### src/rtl/ptg_pkg.sv
package ptg_pkg;
  localparam logic [11:0] CTRL_ADDR = 12'h070;
  localparam logic [11:0] FEAT_ADDR = 12'h074;
  localparam logic [5:0]  GRP_HI    = 6'h02;
  localparam logic [3:0]  CMD_START = 4'h2;
  localparam logic [3:0]  CMD_STOP  = 4'h5;
  localparam int          EN_BIT    = 4;
  typedef enum logic [1:0] {
    RG_TSEC = 2'd0, RG_TNSEC = 2'd1, RG_IVAL = 2'd2, RG_WID = 2'd3
  } grp_reg_e;
endpackage

### src/rtl/ptg_cmp.sv
module ptg_cmp #(
  parameter int SEC_W = 32,
  parameter int NS_W  = 30
) (
  input  logic [SEC_W-1:0] now_sec,
  input  logic [NS_W-1:0]  now_nsec,
  input  logic [SEC_W-1:0] tgt_sec,
  input  logic [NS_W-1:0]  tgt_nsec,
  output logic             reached
);
  always_comb begin
    if (now_sec != tgt_sec) reached = (now_sec > tgt_sec);
    else                    reached = (now_nsec >= tgt_nsec);
  end
endmodule

### src/rtl/ptg_chan.sv
module ptg_chan #(
  parameter int SEC_W = 32,
  parameter int NS_W  = 30,
  parameter int CNT_W = 32
) (
  input  logic             clk,
  input  logic             rst_n,
  input  logic             tick,
  input  logic [SEC_W-1:0] tod_sec,
  input  logic [NS_W-1:0]  tod_nsec,
  input  logic             wr_tsec,
  input  logic             wr_tnsec,
  input  logic             wr_ival,
  input  logic             wr_wid,
  input  logic [31:0]      wdata,
  input  logic             cmd_start,
  input  logic             cmd_stop,
  output logic [SEC_W-1:0] tsec_q,
  output logic [NS_W-1:0]  tnsec_q,
  output logic [CNT_W-1:0] ival_q,
  output logic [CNT_W-1:0] wid_q,
  output logic             busy_q,
  output logic             pulse
);
  logic             run_q;
  logic [CNT_W-1:0] cnt_q;
  logic             reached;

  ptg_cmp #(.SEC_W(SEC_W), .NS_W(NS_W)) u_cmp (
    .now_sec(tod_sec), .now_nsec(tod_nsec),
    .tgt_sec(tsec_q), .tgt_nsec(tnsec_q), .reached(reached)
  );

  always_ff @(posedge clk) begin
    if (!rst_n) begin
      tsec_q  <= '0;
      tnsec_q <= '0;
      ival_q  <= '0;
      wid_q   <= '0;
    end else begin
      if (wr_tsec  && !busy_q) tsec_q  <= wdata[SEC_W-1:0];
      if (wr_tnsec && !busy_q) tnsec_q <= wdata[NS_W-1:0];
      if (wr_ival) ival_q <= wdata[CNT_W-1:0];
      if (wr_wid)  wid_q  <= wdata[CNT_W-1:0];
    end
  end

  always_ff @(posedge clk) begin
    if (!rst_n) begin
      busy_q <= 1'b0;
      run_q  <= 1'b0;
      cnt_q  <= '0;
    end else if (cmd_stop) begin
      busy_q <= 1'b0;
      run_q  <= 1'b0;
      cnt_q  <= '0;
    end else if (cmd_start) begin
      busy_q <= 1'b1;
      run_q  <= 1'b0;
      cnt_q  <= '0;
    end else if (busy_q && reached) begin
      busy_q <= 1'b0;
      run_q  <= 1'b1;
      cnt_q  <= '0;
    end else if (run_q && tick) begin
      cnt_q <= (cnt_q >= ival_q) ? '0 : cnt_q + 1'b1;
    end
  end

  assign pulse = run_q && (cnt_q <= wid_q);

  a_r7_stop_low: assert property (@(posedge clk) disable iff (!rst_n)
    cmd_stop |=> (!pulse && !busy_q));
  a_r5_fire: assert property (@(posedge clk) disable iff (!rst_n)
    (busy_q && reached && !cmd_stop && !cmd_start) |=> (pulse && !busy_q));
  a_r8_tsec_locked: assert property (@(posedge clk) disable iff (!rst_n)
    (busy_q && wr_tsec) |=> $stable(tsec_q));
  a_r8_tnsec_locked: assert property (@(posedge clk) disable iff (!rst_n)
    (busy_q && wr_tnsec) |=> $stable(tnsec_q));
  a_r11_wait_low: assert property (@(posedge clk) disable iff (!rst_n)
    busy_q |-> !pulse);
endmodule

### src/rtl/ptg_top.sv
module ptg_top
  import ptg_pkg::*;
#(
  parameter int NUM_OUT = 4,
  parameter int SEC_W   = 32,
  parameter int NS_W    = 30,
  parameter int CNT_W   = 32
) (
  input  logic               clk,
  input  logic               rst_n,
  input  logic               tick,
  input  logic [SEC_W-1:0]   tod_sec,
  input  logic [NS_W-1:0]    tod_nsec,
  input  logic               bus_we,
  input  logic [11:0]        bus_addr,
  input  logic [31:0]        bus_wdata,
  input  logic [11:0]        bus_raddr,
  output logic [31:0]        bus_rdata,
  output logic [NUM_OUT-1:0] pulse_o
);
  localparam int LANE_W = 8;

  logic             ctrl_wr, grp_wr;
  logic [1:0]       wr_ch, rd_ch;
  grp_reg_e         wr_rg, rd_rg;
  logic             en_q;
  logic [NUM_OUT-1:0] accept;
  logic [1:0]       mode_q [NUM_OUT];
  logic [SEC_W-1:0] tsec [NUM_OUT];
  logic [NS_W-1:0]  tnsec [NUM_OUT];
  logic [CNT_W-1:0] ival [NUM_OUT];
  logic [CNT_W-1:0] wid [NUM_OUT];
  logic [NUM_OUT-1:0] busy;

  assign ctrl_wr = bus_we && (bus_addr == CTRL_ADDR);
  assign grp_wr  = bus_we && (bus_addr[11:6] == GRP_HI) && (bus_addr[1:0] == 2'b00);
  assign wr_ch   = bus_addr[5:4];
  assign wr_rg   = grp_reg_e'(bus_addr[3:2]);
  assign rd_ch   = bus_raddr[5:4];
  assign rd_rg   = grp_reg_e'(bus_raddr[3:2]);

  for (genvar n = 0; n < NUM_OUT; n++) begin : g_out
    logic [LANE_W-1:0] lane;
    logic              hit;
    assign lane      = bus_wdata[n*LANE_W +: LANE_W];
    assign accept[n] = ctrl_wr && bus_wdata[EN_BIT] && (lane[3:0] != 4'h0);
    assign hit       = grp_wr && (wr_ch == n[1:0]);

    always_ff @(posedge clk) begin
      if (!rst_n)         mode_q[n] <= 2'b00;
      else if (accept[n]) mode_q[n] <= lane[6:5];
    end

    ptg_chan #(.SEC_W(SEC_W), .NS_W(NS_W), .CNT_W(CNT_W)) u_chan (
      .clk(clk), .rst_n(rst_n), .tick(tick),
      .tod_sec(tod_sec), .tod_nsec(tod_nsec),
      .wr_tsec(hit && wr_rg == RG_TSEC),
      .wr_tnsec(hit && wr_rg == RG_TNSEC),
      .wr_ival(hit && wr_rg == RG_IVAL),
      .wr_wid(hit && wr_rg == RG_WID),
      .wdata(bus_wdata),
      .cmd_start(accept[n] && lane[3:0] == CMD_START),
      .cmd_stop(accept[n] && lane[3:0] == CMD_STOP),
      .tsec_q(tsec[n]), .tnsec_q(tnsec[n]), .ival_q(ival[n]), .wid_q(wid[n]),
      .busy_q(busy[n]), .pulse(pulse_o[n])
    );
  end

  always_ff @(posedge clk) begin
    if (!rst_n)       en_q <= 1'b0;
    else if (|accept) en_q <= 1'b1;
  end

  always_comb begin
    bus_rdata = '0;
    if (bus_raddr == CTRL_ADDR) begin
      for (int n = 0; n < NUM_OUT; n++)
        bus_rdata[n*LANE_W + 5 +: 2] = mode_q[n];
      bus_rdata[EN_BIT] = en_q;
    end else if (bus_raddr == FEAT_ADDR) begin
      bus_rdata[2:0] = 3'(NUM_OUT);
    end else if (bus_raddr[11:6] == GRP_HI && bus_raddr[1:0] == 2'b00) begin
      for (int n = 0; n < NUM_OUT; n++) begin
        if (rd_ch == n[1:0]) begin
          case (rd_rg)
            RG_TSEC:  bus_rdata = 32'(tsec[n]);
            RG_TNSEC: bus_rdata = {busy[n], 31'(tnsec[n])};
            RG_IVAL:  bus_rdata = 32'(ival[n]);
            default:  bus_rdata = 32'(wid[n]);
          endcase
        end
      end
    end
  end

  a_r10_no_enable: assert property (@(posedge clk) disable iff (!rst_n)
    (ctrl_wr && !bus_wdata[EN_BIT]) |-> (accept == '0));
  a_r9_mode_hold: assert property (@(posedge clk) disable iff (!rst_n)
    (ctrl_wr && bus_wdata[3:0] == 4'h0) |=> $stable(mode_q[0]));
endmodule

### config.mk
export PLATFORM = sky130hd
export DESIGN_NAME = ptg_top
export DESIGN_NICKNAME = d
export VERILOG_FILES = /design/src/rtl/ptg_pkg.sv /design/src/rtl/ptg_cmp.sv /design/src/rtl/ptg_chan.sv /design/src/rtl/ptg_top.sv
export SDC_FILE = /design/constraint.sdc
export NUM_CORES = 2
export LEC_CHECK = 0
export BUFFER_PORTS_ARGS = -buffer_cell sky130_fd_sc_hd__buf_2
export CAP_MARGIN = 20
export CORE_UTILIZATION = 60
export CTS_BUF_LIST = sky130_fd_sc_hd__clkbuf_16
export DETAILED_ROUTE_END_ITERATION = 8
export PLACE_DENSITY = 0.76
export SYNTH_ARGS = -nofsm -noshare
export SYNTH_HDL_FRONTEND = slang
export SYNTH_SLANG_ARGS = --single-unit
export TNS_END_PERCENT = 50
### constraint.sdc
create_clock -name clk -period 9.3 [get_ports clk]
set_input_delay 1.86 -clock clk [delete_from_list [all_inputs] [get_ports clk]]
set_output_delay 1.86 -clock clk [all_outputs]
set_load 0.02 [all_outputs]
### Yosys cells after proc, flatten, opt, wreduce, memory -nomap -nowiden

Memory sizes are Yosys's and may differ from the RTL's.
Index checks and enable logic that the tools add are counted.
Widths: inputs -> output; s select.

| cells by class | value |
|---|---|
| order comparisons | 16 |
| bitwise logic cells | 5 |
| multiplexer cells | 53 |
| $add $sub $neg | 4 |
| equality and inequality tests | 28 |
| reductions and logical operators | 88 |

Operators by type and width:

| kind | count |
|---|---|
| $pmux 32 s3 | 4 |
| $mux 32 | 9 |
| $add 32x1->32 const B | 4 |
| $ge 32x32->1 | 4 |
| $gt 32x32->1 | 4 |
| $le 32x32->1 | 4 |
| $ne 32x32->1 | 4 |
| $ge 30x30->1 | 4 |
| $logic_and 1x1->1 | 57 |
| $eq 12x7->1 const B | 3 |
| $mux 29 | 1 |
| $mux 1 | 26 |
| $reduce_or 4->1 | 5 |
| $mux 6 | 3 |
| $eq 4x2->1 const B | 4 |
| $eq 4x3->1 const B | 4 |
| $reduce_bool 4->1 | 4 |
| $eq 2x2->1 const B | 7 |
| $mux 2 | 7 |
| $eq 6x2->1 const B | 2 |
| $logic_not 2->1 | 6 |
| $reduce_or 3->1 | 4 |
| $eq 2x1->1 const B | 4 |
| $reduce_bool 2->1 | 4 |
| 6 further kinds | 16 |

| storage, ports and cells | value |
|---|---|
| input port bits | 122 |
| RAM bits | 8 |
| word-level logic and storage cells | 224 |
| register bits | 641 |
| output and inout port bits | 36 |
| memories kept | 1 |

Memory list:

| memory | depth | bits a word | rd ports | clocked after memory_dff | wr ports | line | source |
|---|---|---|---|---|---|---|---|
| mode_q | 4 | 2 | 4 | 0 | 4 | ptg_top.sv:28 | `logic [1:0] mode_q [NUM_OUT];` |

### Longest topological paths before layout

| logic depth | value |
|---|---|
| depth after elaboration | 9 |
| depth in mapped cells | 10 |

### Cells and area by module

From an unflattened synthesis, not the netlist that was laid out.

| second synthesis, totals | value |
|---|---|
| cell total of the unflattened synthesis | 4912 |
| area total of the unflattened synthesis | 42658.4 µm² |

Modules (own cells, without submodules):

| module | cells each | area an instance (µm²) | instances |
|---|---|---|---|
| ptg_chan | 869 | 7802.5 | 4 |
| ptg_cmp | 223 | 1560.2 | 4 |
| ptg_top | 544 | 5207.5 | 1 |

### Least setup slack after synthesis

OpenSTA, ideal clock, no wires.

| timing | value |
|---|---|
| path type | input to output |
| start | input port bus_raddr[2] |
| end | output port bus_rdata[30] |
| slack | 3.479 ns |
| arrival time | 3.961 ns |
| stages | 8 |
| buffers on the path | 4 |
| cells stage by stage | buf_2 -> buf_2 -> buf_2 -> buf_2 -> a31oi_1 -> o211ai_1 -> o21ai_0 -> o41ai_1 |

| between the ends | value |
|---|---|
| word-level cells in the longest chain between the ends | 9 |

Ends and longest elaborated chain:

| what | line | source |
|---|---|---|
| from (decl) | ptg_top.sv:17 | `input logic [11:0] bus_raddr,` |
| $eq 2x2->1 (tied with other cells) | ptg_top.sv:85 | `case (rd_rg)` |
| $pmux 32 s3 | ptg_top.sv:85 |  |
| $mux 32 (4 in a row) | ptg_top.sv:84 | `if (rd_ch == n[1:0]) begin` |
| $mux 32 | ptg_top.sv:82 | `end else if (bus_raddr[11:6] == GRP_HI && bus_raddr[1:0] == 2'b00) begin` |
| $mux 29 | ptg_top.sv:80 | `end else if (bus_raddr == FEAT_ADDR) begin` |
| $mux 2 * | ptg_top.sv:76 | `if (bus_raddr == CTRL_ADDR) begin` |
| to (decl) | ptg_top.sv:18 | `output logic [31:0] bus_rdata,` |

Mark *: on every way between the ends. The rest lies on a longest branch, timed or not.

### Worst setup path after layout

| timing | value |
|---|---|
| start | input port bus_raddr[2] |
| end | output port bus_rdata[2] |

| between the ends | value |
|---|---|
| word-level cells in the longest chain between the ends | 9 |

Ends and longest elaborated chain:

| what | line |
|---|---|
| $eq 2x2->1 (tied with other cells) | ptg_top.sv:85 |
| $pmux 32 s3 | ptg_top.sv:85 |
| $mux 32 (4 in a row) | ptg_top.sv:84 |
| $mux 32 | ptg_top.sv:82 |
| $mux 3 | ptg_top.sv:80 |
| $mux 4 * | ptg_top.sv:76 |

Marks and branches as above.

==> run_results.csv <==
group,metric,value,unit
logic_synthesis,async_flop_share,0,
detailed_routing,firstDrtPassIters,6,
detailed_routing,drc,0,
logic_synthesis,yosys.area.top_type,"dfxtp_1",
logic_synthesis,synth_ff_type,"dfxtp_1",
cells_and_area,nets,5709,
critical_path,crit_path_end_kind,"primary output",
clock_tree,cts_buffer_depth,3,
grt,antenna_found_initial,15,
critical_path,setup.worst_path.start,"bus_raddr[2]",
flow_run,drv_cap,0,
floorplan,die-area,71900,µm²
clock_tree,cts_resized,0,
logic_synthesis,synth_top_area_frac,0.302,
floorplan,die_w,268,µm
logic_synthesis,syn_avg_cell_area,8.33,µm²
critical_path,path_max_fanout,68,
critical_path,path_depth,7,
grt,grt_pass1_wl,229000,µm
detailed_routing,routedWlPerCell,25.8,µm
clock_tree,root_buffer,"clkbuf_16",
placed_design,place_ws,2580,ps
clock_tree,numCtsBuffers,73,
detailed_routing,ant_nets,0,
logic_synthesis,ys_seq_elements,649,
detailed_routing,wl_met2,62800,µm
cells_and_area,n_fill_cell,5836,
detailed_routing,viasPerCell,6.38,
critical_path,rrSetupSlack,5580,ps
critical_path,cp-start-kind,"input pin",
floorplan,initial_utilization,0.607,
detailed_routing,wl_met1,60400,µm
pwr,ir_drop,0.132,mV
detailed_routing,top_layer_used,"met5",
critical_path,endpoint,"bus_rdata[2]",
clock_tree,h-tree-depth,3,
placed_design,portBuffers,157,
detailed_routing,drt_wl_total,157000,µm
grt,grt_pass1_vias,35476,
logic_synthesis,synth_area,42500,µm²
pwr,p_leak,16.5,nW
cells_and_area,layout-drive-gt1-share,0.105,
sta,hold_viol_final,0,
sta,fin_ws,2590,ps
sta,post-route-period-util,0.721,
logic_synthesis,syn_inst,5103,
critical_path,path_buf_inv,4,
status,outcome,"finished, final reports clean",
floorplan,core_area,70000,µm²
grt,grt-ovfl-total,0,
sta,rsz0062_at_grt,"false",
critical_path,slowest_delay,630,ps
logic_synthesis,synth_edf_count,8,
critical_path,path_delay_family,"buffers and inverters",
critical_path,r2r-start,"g_out[1].u_chan.tsec_q[25]$_SDFFE_PN0P_",
logic_synthesis,ys_warn_count,0,
sta,hold_slack,469,ps
sta,worst_pin_slew,1130,ps
critical_path,required,7440,ps
critical_path,crit_chain,"clkbuf_8 > buf_4 > mux4_2 > mux4_2 > inv_1 > o32ai_1 > buf_2",
floorplan,core.rowCount,97,
critical_path,critPathSlowestCell,"buf_4",
floorplan,die_h,268,µm
sta,period_minus_slack,6710,ps
logic_synthesis,synth_nets,5733,
sta,slew_violations,0,
detailed_routing,first_iter_violations,5965,
sta,skew,29.1,ps
clock_tree,cts_setup_buffers,0,
logic_synthesis,ys_seq_area_frac,0.308,
sta,setup_viol_count_final,0,
clock_tree,ctsHoldBuffers,0,
cells_and_area,layout_common_cells,"nand2_1 (1,211), dfxtp_1 (641), inv_1 (536), ha_1 (508), a21boi_0 (375)",
critical_path,reg2reg_to,"g_out[1].u_chan.cnt_q[9]$_SDFFE_PP0P_",
cells_and_area,stdcell_count,6085,
floorplan,pin_count,158,
critical_path,cp.arrival,4850,ps
placed_design,gp_congestion,1.03,
clock_tree,cts_tree,"yes",
sta,finalSetupTns,0,ps
detailed_routing,vias,38831,
clock_tree,clock_latency,650,ps
worst_hold_path,min_path_type,"reg -> reg",
critical_path,path_common_cell,"mux4_2",
logic_synthesis,synth.distinct_cells,78,
cells_and_area,area_growth,8.52,%
grt,grt_max_degree,172,
pwr,power_density,134,nW/µm²
placed_design,dp_cells,5943,
sta,relSlewSlack,0.237,
logic_synthesis,yosys-top-cells-area,"dfxtp_1 (30%), ha_1 (15%), nand2_1 (11%)",
placed_design,hpwl,118000,µm
grt,grt.total_usage,0.433,
cells_and_area,final_common_cell,"nand2_1",
critical_path,r2r_cells,9,
sta,clock.fmax,149,MHz
cells_and_area,postLayoutCoreUtil,0.659,
clock_tree,clk_pin_slew,60,ps
detailed_routing,routed-wl-met3,24700,µm
critical_path,path_class,"in -> out",
clock_tree,numClockSinks,649,
cells in the mapped netlist, drive strengths merged (10+ instances only):
library cell and instances:
nor2b 43, nand3 86, a211oi 25, o211ai 10
a221oi 13, nand4 102, nor4 55, xor2 38
nor2 100, and4 35, xnor2 76, dfxtp 641
nor3b 21, o31ai 10, nor3 125, clkbuf 205
o21ai 99, ha 508, a21boi 510, or3 11
buf 102, a21o 57, nand2b 18, mux4 152
inv 522, nand2 1211, a21oi 189, o21a 19
and3 19
kinds of logic after synthesis:
kind of cell             after synthesis  synth area share
AO/OA/AOI/OAI                        986             0.160
XOR/XNOR                             114            0.0235
adder cells (fa/ha/maj)              508             0.150
buffers and inverters                829            0.0776
flip-flops                           649             0.308
multiplexers                         159            0.0822
AND/OR/NAND/NOR                     1858             0.200
tightest hold or removal path, cell delays in order, from the launching register on:
cell	delay [ps]
dfxtp_1	310
nand2_1	60
a21boi_1	50
sequential cells by signal (all words and copies together), names as in the netlist:
signal,cells
en_q,1
g_out.u_chan.busy_q,4
g_out.u_chan.cnt_q,128
g_out.u_chan.ival_q,128
g_out.u_chan.run_q,4
g_out.u_chan.tnsec_q,120
g_out.u_chan.tsec_q,128
g_out.u_chan.wid_q,128
mode_q,8
worst min path at each step:
stage                                                  start                                        to  slack [ps]  cells after the start
global route         g_out[2].u_chan.tnsec_q[7]$_SDFFE_PN0P_   g_out[2].u_chan.tnsec_q[7]$_SDFFE_PN0P_         490                      2
CTS                 g_out[2].u_chan.tnsec_q[29]$_SDFFE_PN0P_  g_out[2].u_chan.tnsec_q[29]$_SDFFE_PN0P_         470                      2
floorplan           g_out[0].u_chan.tnsec_q[29]$_SDFFE_PN0P_  g_out[0].u_chan.tnsec_q[29]$_SDFFE_PN0P_         440                      2
detailed placement  g_out[0].u_chan.tnsec_q[29]$_SDFFE_PN0P_  g_out[0].u_chan.tnsec_q[29]$_SDFFE_PN0P_         460                      2
global placement    g_out[0].u_chan.tnsec_q[29]$_SDFFE_PN0P_  g_out[0].u_chan.tnsec_q[29]$_SDFFE_PN0P_         440                      2
finish              g_out[0].u_chan.tnsec_q[29]$_SDFFE_PN0P_  g_out[0].u_chan.tnsec_q[29]$_SDFFE_PN0P_         470                      2
layer usage:
layer / vias to the layer above / track usage
met5: - / 0
met4: 2 / 0.222
met3: 421 / 0.142
met2: 2593 / 0.600
met1: 18370 / 0.596
li1: 17445 / -
metrics by stage:
| stage | area [µm²] | total power, W |
|---|---|---|
| finish | 46100 | 0.00618 |
| global route | 46100 | 0.00631 |
| CTS | 46100 | 0.00617 |
| detailed placement | 43700 | 0.00327 |
| global placement | 43700 | 0.00326 |
| floorplan | 42500 | 0.00311 |
where the power goes:
group          switching (W)  leakage (nW)  internal, W
clock network        0.00128          1.23      0.00167
logic               0.000289          10.1     0.000148
registers         0.00000206          5.24      0.00279
total                0.00158          16.5      0.00461
layout make-up:
cell class	count	area (µm²)	share of cell area
clock buffers	75	1880	0.0407
multi-input cells	3625	26300	0.570
flip-flops and latches	649	13100	0.283
inverters	522	1960	0.0425
well taps	940	1180	0.0255
diodes	9	22.5	0.000488
clock inverters	57	524	0.0114
repair buffers	208	1220	0.0264
No activity file was read; power rests on OpenSTA's default activity.
